--- src/rtl/xbar_dbuf.sv ---
module xbar_dbuf #(
  parameter int N_IN    = 8,
  parameter int N_OUT   = 8,
  parameter bit DRIVE_Z = 1'b0,
  localparam int SW = $clog2(N_IN),
  localparam int OW = $clog2(N_OUT)
) (
  input  logic             clk,
  input  logic             rst_n,
  input  logic             chip_sel,
  input  logic             stage_en,
  input  logic             commit_en,
  input  logic             clear_en,
  input  logic             off_flag,
  input  logic [SW-1:0]    in_sel,
  input  logic [OW-1:0]    out_sel,
  input  logic [N_IN-1:0]  din,
  output logic [N_OUT-1:0] dout,
  output logic [N_OUT-1:0] dout_en
);

  logic [N_OUT-1:0][SW-1:0] stg_sel, act_sel;
  logic [N_OUT-1:0]         stg_en, act_en;

  always_ff @(posedge clk or negedge rst_n) begin
    if (!rst_n) begin
      stg_sel <= '0;
      act_sel <= '0;
      stg_en  <= '1;
      act_en  <= '1;
    end else if (chip_sel) begin
      if (clear_en) begin
        stg_sel <= '0;
        act_sel <= '0;
        stg_en  <= {N_OUT{!off_flag}};
        act_en  <= {N_OUT{!off_flag}};
      end else if (commit_en) begin
        act_sel <= stg_sel;
        act_en  <= stg_en;
      end else if (stage_en) begin
        stg_sel[out_sel] <= in_sel;
        stg_en[out_sel]  <= !off_flag;
      end
    end
  end

  assign dout_en = act_en;

  for (genvar o = 0; o < N_OUT; o++) begin : g_out
    if (DRIVE_Z) begin : g_z
      assign dout[o] = act_en[o] ? din[act_sel[o]] : 1'bz;
    end else begin : g_zero
      assign dout[o] = act_en[o] & din[act_sel[o]];
    end
  end

  // nothing moves while chip select is low
  a_r8_idle_cs: assert property (@(posedge clk) disable iff (!rst_n)
    !chip_sel |=> $stable(stg_sel) && $stable(stg_en) && $stable(act_sel) && $stable(act_en));

  // live bank only changes on commit or clear
  a_r3_live_hold: assert property (@(posedge clk) disable iff (!rst_n)
    !(chip_sel && (commit_en || clear_en)) |=> $stable(act_sel) && $stable(act_en));

  // commit takes the whole staging bank, stage on same edge dropped
  a_r4_commit_copy: assert property (@(posedge clk) disable iff (!rst_n)
    chip_sel && commit_en && !clear_en |=>
      act_sel == $past(stg_sel) && act_en == $past(stg_en) && $stable(stg_sel) && $stable(stg_en));

  // clear with flag low broadcasts input 0
  a_r6_clear_bcast: assert property (@(posedge clk) disable iff (!rst_n)
    chip_sel && clear_en && !off_flag |=> &act_en && &stg_en && act_sel == '0 && stg_sel == '0);

  // clear with flag high disables every output
  a_r7_clear_off: assert property (@(posedge clk) disable iff (!rst_n)
    chip_sel && clear_en && off_flag |=> act_en == '0 && stg_en == '0 && dout_en == '0);

endmodule

--- config.mk ---
export PLATFORM = sky130hd
export DESIGN_NAME = xbar_dbuf
export DESIGN_NICKNAME = d
export VERILOG_FILES = /design/src/rtl/xbar_dbuf.sv
export SDC_FILE = /design/constraint.sdc
export NUM_CORES = 1
export LEC_CHECK = 0
export ABC_AREA = 1
export BUFFER_PORTS_ARGS = -buffer_cell sky130_fd_sc_hd__clkbuf_2
export CAP_MARGIN = 10
export CORE_ASPECT_RATIO = 0.75
export CORE_MARGIN = 8
export CORE_UTILIZATION = 53
export DETAILED_ROUTE_END_ITERATION = 10
export HOLD_SLACK_MARGIN = 0.05
export PLACE_DENSITY_LB_ADDON = 0.1
export SETUP_SLACK_MARGIN = 0.2
export SLEW_MARGIN = 10
export SYNTH_ARGS = -nofsm -noshare
export SYNTH_HDL_FRONTEND = slang
export SYNTH_SLANG_ARGS = --single-unit
export TNS_END_PERCENT = 30
--- constraint.sdc ---
create_clock -name clk -period 0.8 [get_ports clk]
set_clock_uncertainty 0.05 [all_clocks]
set_input_delay 0 -clock clk [delete_from_list [all_inputs] [get_ports clk]]
set_output_delay 0 -clock clk [all_outputs]
set_load 0.05 [all_outputs]
## Yosys cells after proc, flatten, opt, wreduce, memory -nomap -nowiden

Cells that the tools add are included.
W data, S select, Z words.

| operators by class | value |
|---|---|
| magnitude comparators | 10 |
| equal/unequal tests | 1 |
| muxes and demuxes | 32 |
| bitwise gates (word level) | 8 |
| reduce and logical (&&, ||, !) cells | 6 |

Operators by type and width:

| operator | count |
|---|---|
| $mux W24 | 5 |
| $mux W8 | 5 |
| $lt A3 B4 Y1 const B | 9 |
| $bmux W1 S3 | 8 |
| $bwmux W24 | 1 |
| $demux W3 S3 | 1 |
| $mux W1 | 9 |
| $and A1 B1 Y1 | 8 |
| $bwmux W8 | 1 |
| $reduce_bool A2 Y1 | 2 |
| $demux W1 S3 | 1 |
| $ge A3 B1 Y1 const B | 1 |
| $mux W3 | 1 |
| $reduce_and A3 Y1 | 1 |
| $ne A2 B1 Y1 const B | 1 |
| $reduce_and A2 Y1 | 1 |
| $logic_and A1 B1 Y1 | 1 |
| $logic_not A1 Y1 | 1 |

| word-level totals | value |
|---|---|
| bits in registers | 64 |
| logic and storage cells | 75 |

## Longest topological paths before layout

Gate-level depths: netlist of the first run.

| depth | value |
|---|---|
| depth in word-level cells | 8 |
| mapped depth | 7 |
| gate-level depth less buffers | 6 |

## Worst setup path after synthesis of the first run

OpenSTA, ideal clock, no wires.

| timing | value |
|---|---|
| kind | reg2out |
| start | register act_en[0], in the netlist dout_en[0] |
| end | output dout[0] |
| arrival time | 1,415 ps |
| data required time | 750 ps |
| path slack | -665 ps |
| cell stages (with the launch flop) | 3 |
| buffers on the path | 0 |
| cells stage by stage | dfstp_2 > nand2_1 > nor2_1 |

| on the way | value |
|---|---|
| longest elaborated chain between the ends | 1 |

Ends and longest elaborated chain:

| what | line | RTL |
|---|---|---|
| from (decl) | 23 | `logic [N_OUT-1:0] stg_en, act_en;` |
| from (signal assigned) | 36 | `act_en <= {N_OUT{!off_flag}};` |
| from (signal assigned) | 39 | `act_en <= stg_en;` |
| $and A1 B1 Y1 | 53 | `assign dout[o] = act_en[o] & din[act_sel[o]];` |
| to (decl) | 18 | `output logic [N_OUT-1:0] dout,` |

Every way passes these cells.

## Worst setup path after layout of the first run

| timing | value |
|---|---|
| start | register act_sel[9] in the netlist's numbering |
| end | output dout[3] |

| on the way | value |
|---|---|
| longest elaborated chain between the ends | 3 |

Ends and longest elaborated chain:

| what | line | RTL |
|---|---|---|
| from (decl) | 22 | `logic [N_OUT-1:0][SW-1:0] stg_sel, act_sel;` |
| from (signal assigned) | 38 | `act_sel <= stg_sel;` |
| $bmux W1 S3 | 53 |  |
| $mux W1 (not written as such) | 53 |  |
| $and A1 B1 Y1 | 53 |  |

Every way passes these cells. The select of a mux whose other input is x is not followed.

==> results of run 1 <==
## layer usage
| metal | track usage | share of wire | vias to the layer above |
|---|---|---|---|
| li1 | - | - | 1717 |
| met1 | 0.298 | 0.42 | 1797 |
| met2 | 0.345 | 0.46 | 219 |
| met3 | 0.0674 | 0.095 | 50 |
| met4 | 0.0620 | 0.033 | 0 |
| met5 | 0 | 0 | - |
## worst max-delay path, delay by kind of cell, from the launching register on
kind | cells | cell delay, ns
and+or+nand+nor | 5 | 0.49
DFF | 1 | 0.44
buffers and inverters | 2 | 0.25
## worst min-delay path by stage
stage          startpoint  cells past startpoint  slack, ns          end
3_3_place_gp        rst_n                      1      -0.16  stg_sel[17]
5_1_grt             rst_n                      1      -0.53  stg_sel[14]
4_1_cts             rst_n                      1      -0.52  stg_sel[17]
2_1_floorplan       rst_n                      0      -0.35   act_sel[0]
3_5_place_dp        rst_n                      1      -0.15  stg_sel[17]
6_report            rst_n                      1      -0.52  stg_sel[14]
## flip-flops by register name, indices dropped and copies added (netlist names)
register,count
act_sel,24
stg_en,8
stg_sel,24
dout_en,8
## cell families after synthesis
kind of cell	count (synthesis)	share of synthesized area
AND/OR/NAND/NOR	276	0.347
buffers and inverters	55	0.0706
flip-flops	64	0.471
AO/OA/AOI/OAI	57	0.111
## placed cells by master, fill, tap and decap left out
cell         n
nand2_2     39
nand2_4      1
buf_4       22
buf_6       47
o211ai_1     1
nand4_1      3
dfstp_2     16
clkbuf_4     1
nand2_8      5
nor2_2       9
nand2_1    111
clkbuf_1     2
bufinv_16    1
nand3_2     14
clkbuf_8    11
clkinv_2     2
dfrtp_2      3
inv_12       1
o21ai_1     10
inv_4        2
inv_2       15
o21ai_0      1
nor2_1       3
clkbuf_2    18
buf_8        8
dfrtp_1     45
a31oi_2      1
o21ai_2     35
nand3_1     77
a21oi_4      2
nor2_4      14
buf_12      22
inv_1       20
a31oi_1      7
## through the flow
step                      TNS, ns  hold WS, ns  total power, mW  area [um2]
final                      -13.71       -0.518             9.44        5440
after global routing       -14.93       -0.525             9.72        5440
after CTS                  -10.96       -0.519             9.02        5060
after detailed placement   -15.97       -0.152             5.97        4540
after global placement     -14.40       -0.158             5.94        4540
after floorplan             -4.85       -0.346             4.95        3590
## area by class of cell
type | instances | share of cell area
clock inverter | 3 | 0.00736
inverter | 38 | 0.0295
timing repair buffer | 118 | 0.249
multi-input combinational | 333 | 0.368
tap | 81 | 0.0186
sequential | 64 | 0.299
clock buffer | 13 | 0.0292
## what timing repair did
action	CTS	global route
endpoints found under the hold margin	96	95
resized for setup	105	89
setup buffers	10	9
pin swaps	69	53
setup endpoints to repair	80	80
gates cloned	0	0
## power breakdown
group	switching [mW]	internal, mW
logic	1.58	1.28
registers	0.204	3.54
clock network	1.23	1.60
total	3.02	6.42
==> results_dict.tcl, run 1 <==
set metrics [dict create \
    endpoint "dout[3]" \
    drtIter0Drc 285 \
    worstSkewPairLatency_ns 0.34 \
    reg2reg_from "dout_en[5]" \
    syn_area_um2 3440 \
    cpPeakStageDelay_ns 0.44 \
    violations "negative hold slack, negative setup slack" \
    gp_congestion 0.845 \
    start_util 0.547 \
    status "complete, but fails checks" \
    start_kind "register" \
    cts_tree "built" \
    dp_hpwl_mm 6.73 \
    vias 3783 \
    finalWirelength_mm 12.4 \
    netlist.area_leader.share 0.349 \
    grt_start_max_net_pins 29 \
    core_um2 6290 \
    power_density_nw_per_um2 1740 \
    worstPathArrival_ns 1.52 \
    fmax_mhz 636 \
    synth.most_common_cell "nand2_1" \
    htreeDepth 3 \
    antenna_cells 0 \
    cts_buffer_depth 2 \
    cts_root_buffer "clkbuf_8" \
    worstSetupPathType "register to primary output" \
    whs_ns -0.518 \
    ys.flop_type "dfrtp_1" \
    worst_pin_slew_ns 0.414 \
    numCtsBuffers 9 \
    min_period_ns 1.57 \
    hold_class "input pin to asynchronous set/reset pin" \
    grt.overflow.total 0 \
    clock-sinks 64 \
    hold_violations 73 \
    finish.utilization 0.865 \
    fp.dieH_um 85.8 \
    die_w_um 109 \
    area_growth_syn_to_layout_pct 58.1 \
    antenna_found_initial 0 \
    peakVddDrop_mv 1.04 \
    fin_nets 585 \
    gr-usage-all-layers 0.224 \
    timing.critical_path.cells "inv_2 > nand2_1 > nand3_1 > nand3_1 > nand2_2 > nor2_4 > buf_8" \
    setup_slack_ns -0.774 \
    seqCellArea_um2 1630 \
    rsz0062_at_grt "yes" \
    yosysSeqAreaShare 0.471 \
    multi_input_area_um2 2000 \
    r2r_setup_slack_ns -0.46 \
    yosys-top-cells-area "dfrtp_1 35%, nand2_1 16%, nand3_1 13%" \
    drc 0 \
    cp-startpoint "act_sel[9]" \
    final_max_slew_viol_count 0 \
    synth_common_cells "151 x nand2_1, 91 x nand3_1, 48 x dfrtp_1, 37 x inv_1, 26 x nor2_1" \
    dr.pass1.iters 5 \
    ys_ff_latch 64 \
    top_level_ports 37 \
    synth_nets 473 \
    ys.warnings.count 0 \
    synth_edf_count 0 \
    critPathRequiredTime_ns 0.75 \
    max-cap-violations 0 \
    synth_top_area_cell "dfrtp_1" \
    crit_top_cell "nand3_1" \
    min_period_over_period 1.97 \
    synth_cells 452 \
    slew_headroom 0.724 \
    preCtsSetupSlack_ns -0.454 \
    worstRegToRegCells 5 \
    p_leak_nw 2.55 \
    grt_pass1_wl_mm 16.4 \
    setup_violations 43 \
    syn_area_per_cell_um2 7.61 \
    grt_pass1_vias 3371 \
    routedWlPerCell_um 19.1 \
    end_kind "primary output" \
    port_buffers 36 \
    synth_async_sr_flop_share 1.00 \
    reg2reg_to "dout_en[5]" \
    nFillCells 315 \
    stdcell_count 650 \
    dieArea_um2 9350 \
    cts.clk_slew.worst_paths_ns 0.08 \
    drive_gt1_frac 0.508 \
    crit_fanout 5 \
    ant_nets 0 \
    dp.cells 615 \
    critPathSlowestCell "dfrtp_1" \
    row_count 25 \
    synth_cell_type_count 21 \
    vias_per_cell 5.82 \
]
(Power assumes the default switching activity.)
==> run 2: changes to the inputs <==
--- a/config.mk
+++ b/config.mk
@@ -13,8 +13,10 @@
 export CORE_UTILIZATION = 53
 export DETAILED_ROUTE_END_ITERATION = 10
 export HOLD_SLACK_MARGIN = 0.05
-export PLACE_DENSITY_LB_ADDON = 0.1
+export PLACE_DENSITY = 0.76
+export REMOVE_ABC_BUFFERS = 1
 export SETUP_SLACK_MARGIN = 0.2
+export SKIP_CTS_REPAIR_TIMING = 1
 export SLEW_MARGIN = 10
 export SYNTH_ARGS = -nofsm -noshare
 export SYNTH_HDL_FRONTEND = slang
==> run 2 against run 1 <==
Against the previous run: the run still ends with negative hold slack, negative setup slack left; wire length shrank 14%; critical path type unchanged; count of clock-buffer cells in the layout did not move; die area did not move; power is 7.6% lower; hold slack gained 0.050 ns; first-iteration DRC count down 4.2%; sequential power about the same; combinational power fell by 10%; global-route usage decreased by 0.25 points; cell count down 2.3%; sequential share of layout area is 2.6 points higher; design area is 8.2% lower.
==> results_dict.tcl, run 2 (synthesis gave the netlist of run 1 again) <==
set metrics [dict create \
    timing.critical_path.cells "buf_4 > nand2_1 > nand3_1 > nand3_1 > nand2_1 > nor2_2 > buf_12" \
    end_kind "primary output" \
    nFillCells 405 \
    seqCellArea_um2 1620 \
    worstSetupPathType "register to primary output" \
    setup_slack_ns -0.775 \
    max-cap-violations 0 \
    numCtsBuffers 9 \
    hold_class "input pin to asynchronous set/reset pin" \
    vias 3522 \
    routedWlPerCell_um 16.8 \
    start_util 0.547 \
    cts_tree "built" \
    vias_per_cell 5.55 \
    clock-sinks 64 \
    reg2reg_to "dout_en[6]" \
    status "complete, but fails checks" \
    reg.largest.list "act_sel x24, stg_sel x24" \
    fmax_mhz 635 \
    reg2reg_from "dout_en[6]" \
    violations "negative hold slack, negative setup slack" \
    antenna_found_initial 0 \
    port_buffers 36 \
    gr-usage-all-layers 0.222 \
    slew_headroom 0.724 \
    final_cell_mix "134 x nand2_1, 84 x nand3_1, 48 x dfrtp_1, 34 x o21ai_2, 34 x buf_6" \
    cts.clk_slew.worst_paths_ns 0.07 \
    cts_buffer_depth 2 \
    drc 0 \
    setup_violations 42 \
    crit_fanout 4 \
    finalSetupTns_ns -11.08 \
    grt_pass1_wl_mm 16.1 \
    fin_area_um2 4990 \
    peakVddDrop_mv 1.58 \
    ant_nets 0 \
    whs_ns -0.468 \
    grt.busiest_layer "met2" \
    grt_start_max_net_pins 29 \
    drtIter0Drc 273 \
    antenna_cells 0 \
    gr-usage-met3 0.0592 \
    grt_pass1_vias 3288 \
    area_growth_syn_to_layout_pct 45.1 \
    die_w_um 109 \
    cts_root_buffer "clkbuf_8" \
    dp_hpwl_mm 7.13 \
    cpPeakStageDelay_ns 0.39 \
    row_count 25 \
    worst_pin_slew_ns 0.414 \
    drive_gt1_frac 0.412 \
    gp_congestion 0.870 \
    top_level_ports 37 \
    p_total_mw 8.72 \
    dieArea_um2 9350 \
    fp.dieH_um 85.8 \
    critPathRequiredTime_ns 0.75 \
    multi_input_area_um2 1810 \
    finalWirelength_mm 10.6 \
    use_met1 0.287 \
    final_common_cell "nand2_1" \
    min_period_ns 1.57 \
    dr.pass1.iters 5 \
    worstSkewPairLatency_ns 0.33 \
    worstPathArrival_ns 1.52 \
    hold_violations 54 \
    placed_area_um2 4380 \
    fin_nets 570 \
    final_max_slew_viol_count 0 \
    htreeDepth 3 \
    rsz0062_at_grt "yes" \
    critPathSlowestCell "dfrtp_1" \
    r2r_setup_slack_ns -0.24 \
    power_density_nw_per_um2 1750 \
    core_um2 6290 \
    p_leak_nw 2.43 \
    grt.overflow.total 0 \
    grtUsageMet2 0.356 \
    min_period_over_period 1.97 \
    worstRegToRegCells 4 \
    start_kind "register" \
]
run 2: metrics by stage:
step                instances   util  setup slack [ns]
global placement          610  0.697            -0.347
global route              635  0.794            -0.859
detailed placement        610  0.697            -0.428
finish                    635  0.794            -0.775
CTS                       626  0.725            -0.827
floorplan                 435      -             -2.26
run 2: layout make-up:
class                   count  area share
clock buffers              13      0.0318
inverters                  38      0.0301
clock inverters             3     0.00351
well taps                  81      0.0203
repair buffers            103       0.228
flip-flops and latches     64       0.325
multi-input cells         333       0.362
run 2: per-layer routing:
layer / vias to the layer above / wire length (um) / part of all wire
met4: 0 / 166 / 0.016
met2: 121 / 5240 / 0.49
met1: 1693 / 4440 / 0.42
met3: 17 / 793 / 0.075
met5: - / 0 / 0
li1: 1691 / - / -
run 2: critical path, delay by kind of cell (launching register included):
| family | cells | cell delay [ns] |
|---|---|---|
| buffers and inverters | 2 | 0.31 |
| and+or+nand+nor | 5 | 0.48 |
| DFF | 1 | 0.39 |
run 2: how the worst max path moves through the flow:
stage                   to  slack [ns]  cells after the start   startpoint
6_report           dout[0]       -0.77                      7   act_sel[0]
2_1_floorplan  act_sel[11]       -2.26                      5     clear_en
5_1_grt            dout[5]       -0.86                      7  act_sel[15]
3_3_place_gp       dout[4]       -0.35                      7  act_sel[12]
3_5_place_dp       dout[0]       -0.43                      7   act_sel[0]
4_1_cts            dout[0]       -0.83                      7   act_sel[0]
run 2: power by group:
| group | total [mW] | internal [mW] | leakage, nW | switching [mW] |
|---|---|---|---|---|
| clock network | 2.45 | 1.28 | 0.0894 | 1.16 |
| registers | 3.71 | 3.54 | 0.834 | 0.178 |
| logic | 2.56 | 1.14 | 1.51 | 1.42 |
==> run 3: changes to the inputs <==
--- a/config.mk
+++ b/config.mk
@@ -10,10 +10,10 @@
 export CAP_MARGIN = 10
 export CORE_ASPECT_RATIO = 0.75
 export CORE_MARGIN = 8
-export CORE_UTILIZATION = 53
+export CORE_UTILIZATION = 59
 export DETAILED_ROUTE_END_ITERATION = 10
 export HOLD_SLACK_MARGIN = 0.05
-export PLACE_DENSITY = 0.76
+export PLACE_DENSITY = 0.8
 export REMOVE_ABC_BUFFERS = 1
 export SETUP_SLACK_MARGIN = 0.2
 export SKIP_CTS_REPAIR_TIMING = 1
==> constraint.sdc (replaced) <==
create_clock -name clk -period 1.45 [get_ports clk]
set_clock_uncertainty 0.05 [all_clocks]
set_input_delay 0 -clock clk [delete_from_list [all_inputs] [get_ports clk]]
set_output_delay 0 -clock clk [all_outputs]
set_load 0.05 [all_outputs]
==> run 3 against run 2 <==
Against the previous run: flip-flop and latch count is the same; global-route usage shrank 0.41 points; hold slack gained 0.54 ns; first-iteration DRC count shrank 4.8%; non-clock buffer count shrank 47; the flow finishes with violations (negative setup slack); utilization shrank 7.2 points; critical path depth is the same; power shrank 49%; die area shrank 8.5%; count of clock-buffer cells in the layout is the same; register-to-register slack gained 0.75 ns; combinational power shrank 63%.
==> results_dict.tcl, run 3 (synthesis gave the netlist of run 1 again) <==
set metrics [dict create \
    status "complete, but fails checks" \
    violations "negative setup slack" \
    reg2reg_from "stg_en[7]" \
    fin_nets 523 \
    worstSetupPathType "register to primary output" \
    worstSkewPairLatency_ns 0.34 \
    p_leak_nw 2.02 \
    cts_tree "built" \
    cts.clk_slew.worst_paths_ns 0.07 \
    p_switching_mw 1.39 \
    peakVddDrop_mv 0.640 \
    final_max_slew_viol_count 0 \
    cts_buffer_depth 2 \
    rsz0062_at_grt "yes" \
    grt_pass1_wl_mm 14.8 \
    start_kind "register" \
    final_common_cell "nand2_1" \
    fmax_mhz 676 \
    clock_power_share 0.325 \
    fin_area_um2 4140 \
    finish.utilization 0.721 \
    drtIter0Drc 260 \
    grt_start_max_net_pins 65 \
    crit_fanout 4 \
    grt_pass1_vias 2965 \
    min_period_over_period 1.02 \
    dieArea_um2 8550 \
    hold_start "commit_en" \
    min_period_ns 1.48 \
    max-cap-violations 0 \
    gp_congestion 0.862 \
    end_kind "primary output" \
    row_count 24 \
    power_density_nw_per_um2 1070 \
    slew_headroom 0.721 \
    numCtsBuffers 9 \
    drc 0 \
    p_comb_frac 0.213 \
    grt.overflow.total 0 \
    setup_slack_ns -0.0288 \
    hold_class "input pin to register" \
    dr.pass1.iters 5 \
    worst_pin_slew_ns 0.417 \
    gr-usage-all-layers 0.217 \
    vias 3291 \
    setup_violations 2 \
    internal_power_mw 3.04 \
    final_cell_mix "148 x nand2_1, 87 x nand3_1, 46 x dfrtp_1, 29 x inv_1, 24 x o21ai_0" \
    dp_hpwl_mm 6.23 \
    hold_violations 0 \
    cts_root_buffer "clkbuf_8" \
    ant_nets 0 \
    fp.dieH_um 82.1 \
    core_um2 5740 \
    area_growth_syn_to_layout_pct 20.3 \
    start_util 0.600 \
    reg.largest.list "act_sel x24, stg_sel x24" \
    top_level_ports 37 \
    vias_per_cell 5.64 \
    critPathRequiredTime_ns 1.40 \
    finalWirelength_mm 9.31 \
    cp-startpoint "act_sel[15]" \
    drive_gt1_frac 0.259 \
    seq_power_share 0.462 \
    worstPathArrival_ns 1.43 \
    swShare 0.314 \
    antenna_cells 0 \
    antenna_found_initial 0 \
    clock-sinks 64 \
    port_buffers 36 \
    routedWlPerCell_um 15.9 \
    whs_ns 0.0667 \
    placed_area_um2 3730 \
    htreeDepth 3 \
    die_w_um 104 \
]
run 3: cell count changes in the layout (fill, tap and decap cells not counted), sizes merged:
cell	change
buf	-59
dlygate4sd3	+7
clkbuf	+5
clkinv	-1
run 3: power by group through the flow:
stage | Combinational, mW | Clock (mW) | Sequential, mW
2_1_floorplan | 0.452 | 0 | 2.17
3_3_place_gp | 0.832 | 0 | 2.06
3_5_place_dp | 0.853 | 0 | 2.07
4_1_cts | 0.855 | 1.45 | 2.04
5_1_grt | 1.02 | 1.54 | 2.06
6_report | 0.944 | 1.44 | 2.04
run 3: path summary, 6_finish.rpt:
kind                       slack [ns]  cells past startpoint          end
hold reg to reg                  0.42                      2    stg_en[1]
min in group asynchronous        0.18                      3  stg_sel[13]
hold / removal                   0.07                      5   dout_en[4]
setup / recovery                -0.03                      7      dout[5]
setup reg to reg                 0.51                      2   dout_en[7]
max in group asynchronous        0.86                      3    stg_en[0]
run 3: area by class of cell:
type	count	area (um2)
fill	475	1600
multi-input combinational	333	1630
tap	78	97.6
sequential	64	1620
clock buffer	13	179
inverter	38	145
timing repair buffer	56	448
clock inverter	2	12.5
run 3: critical path, cell delays in order (launching register included):
cell and delay (ns):
dfrtp_1 0.43, buf_6 0.14, nand2_1 0.07, nand3_1 0.08, nand2_1 0.07, nor2_1 0.04, nor2_2 0.10, buf_6 0.17
run 3: through the flow:
stage / setup slack [ns] / cells / TNS, ns / power, mW
after global placement: 0.257 / 557 / 0 / 2.90
final: -0.0288 / 584 / -0.0473 / 4.43
after CTS: -0.138 / 572 / -0.916 / 4.35
after global routing: -0.113 / 584 / -0.618 / 4.62
after floorplan: -1.61 / 435 / -42.12 / 2.62
after detailed placement: 0.234 / 557 / 0 / 2.92
run 3: per-layer routing:
layer  GRT usage  up-vias  share of wire
li1            -     1586              -
met1       0.289     1552           0.46
met2       0.341      143           0.46
met3      0.0651       10          0.075
met4      0.0662        0         0.0077
met5           0        -              0
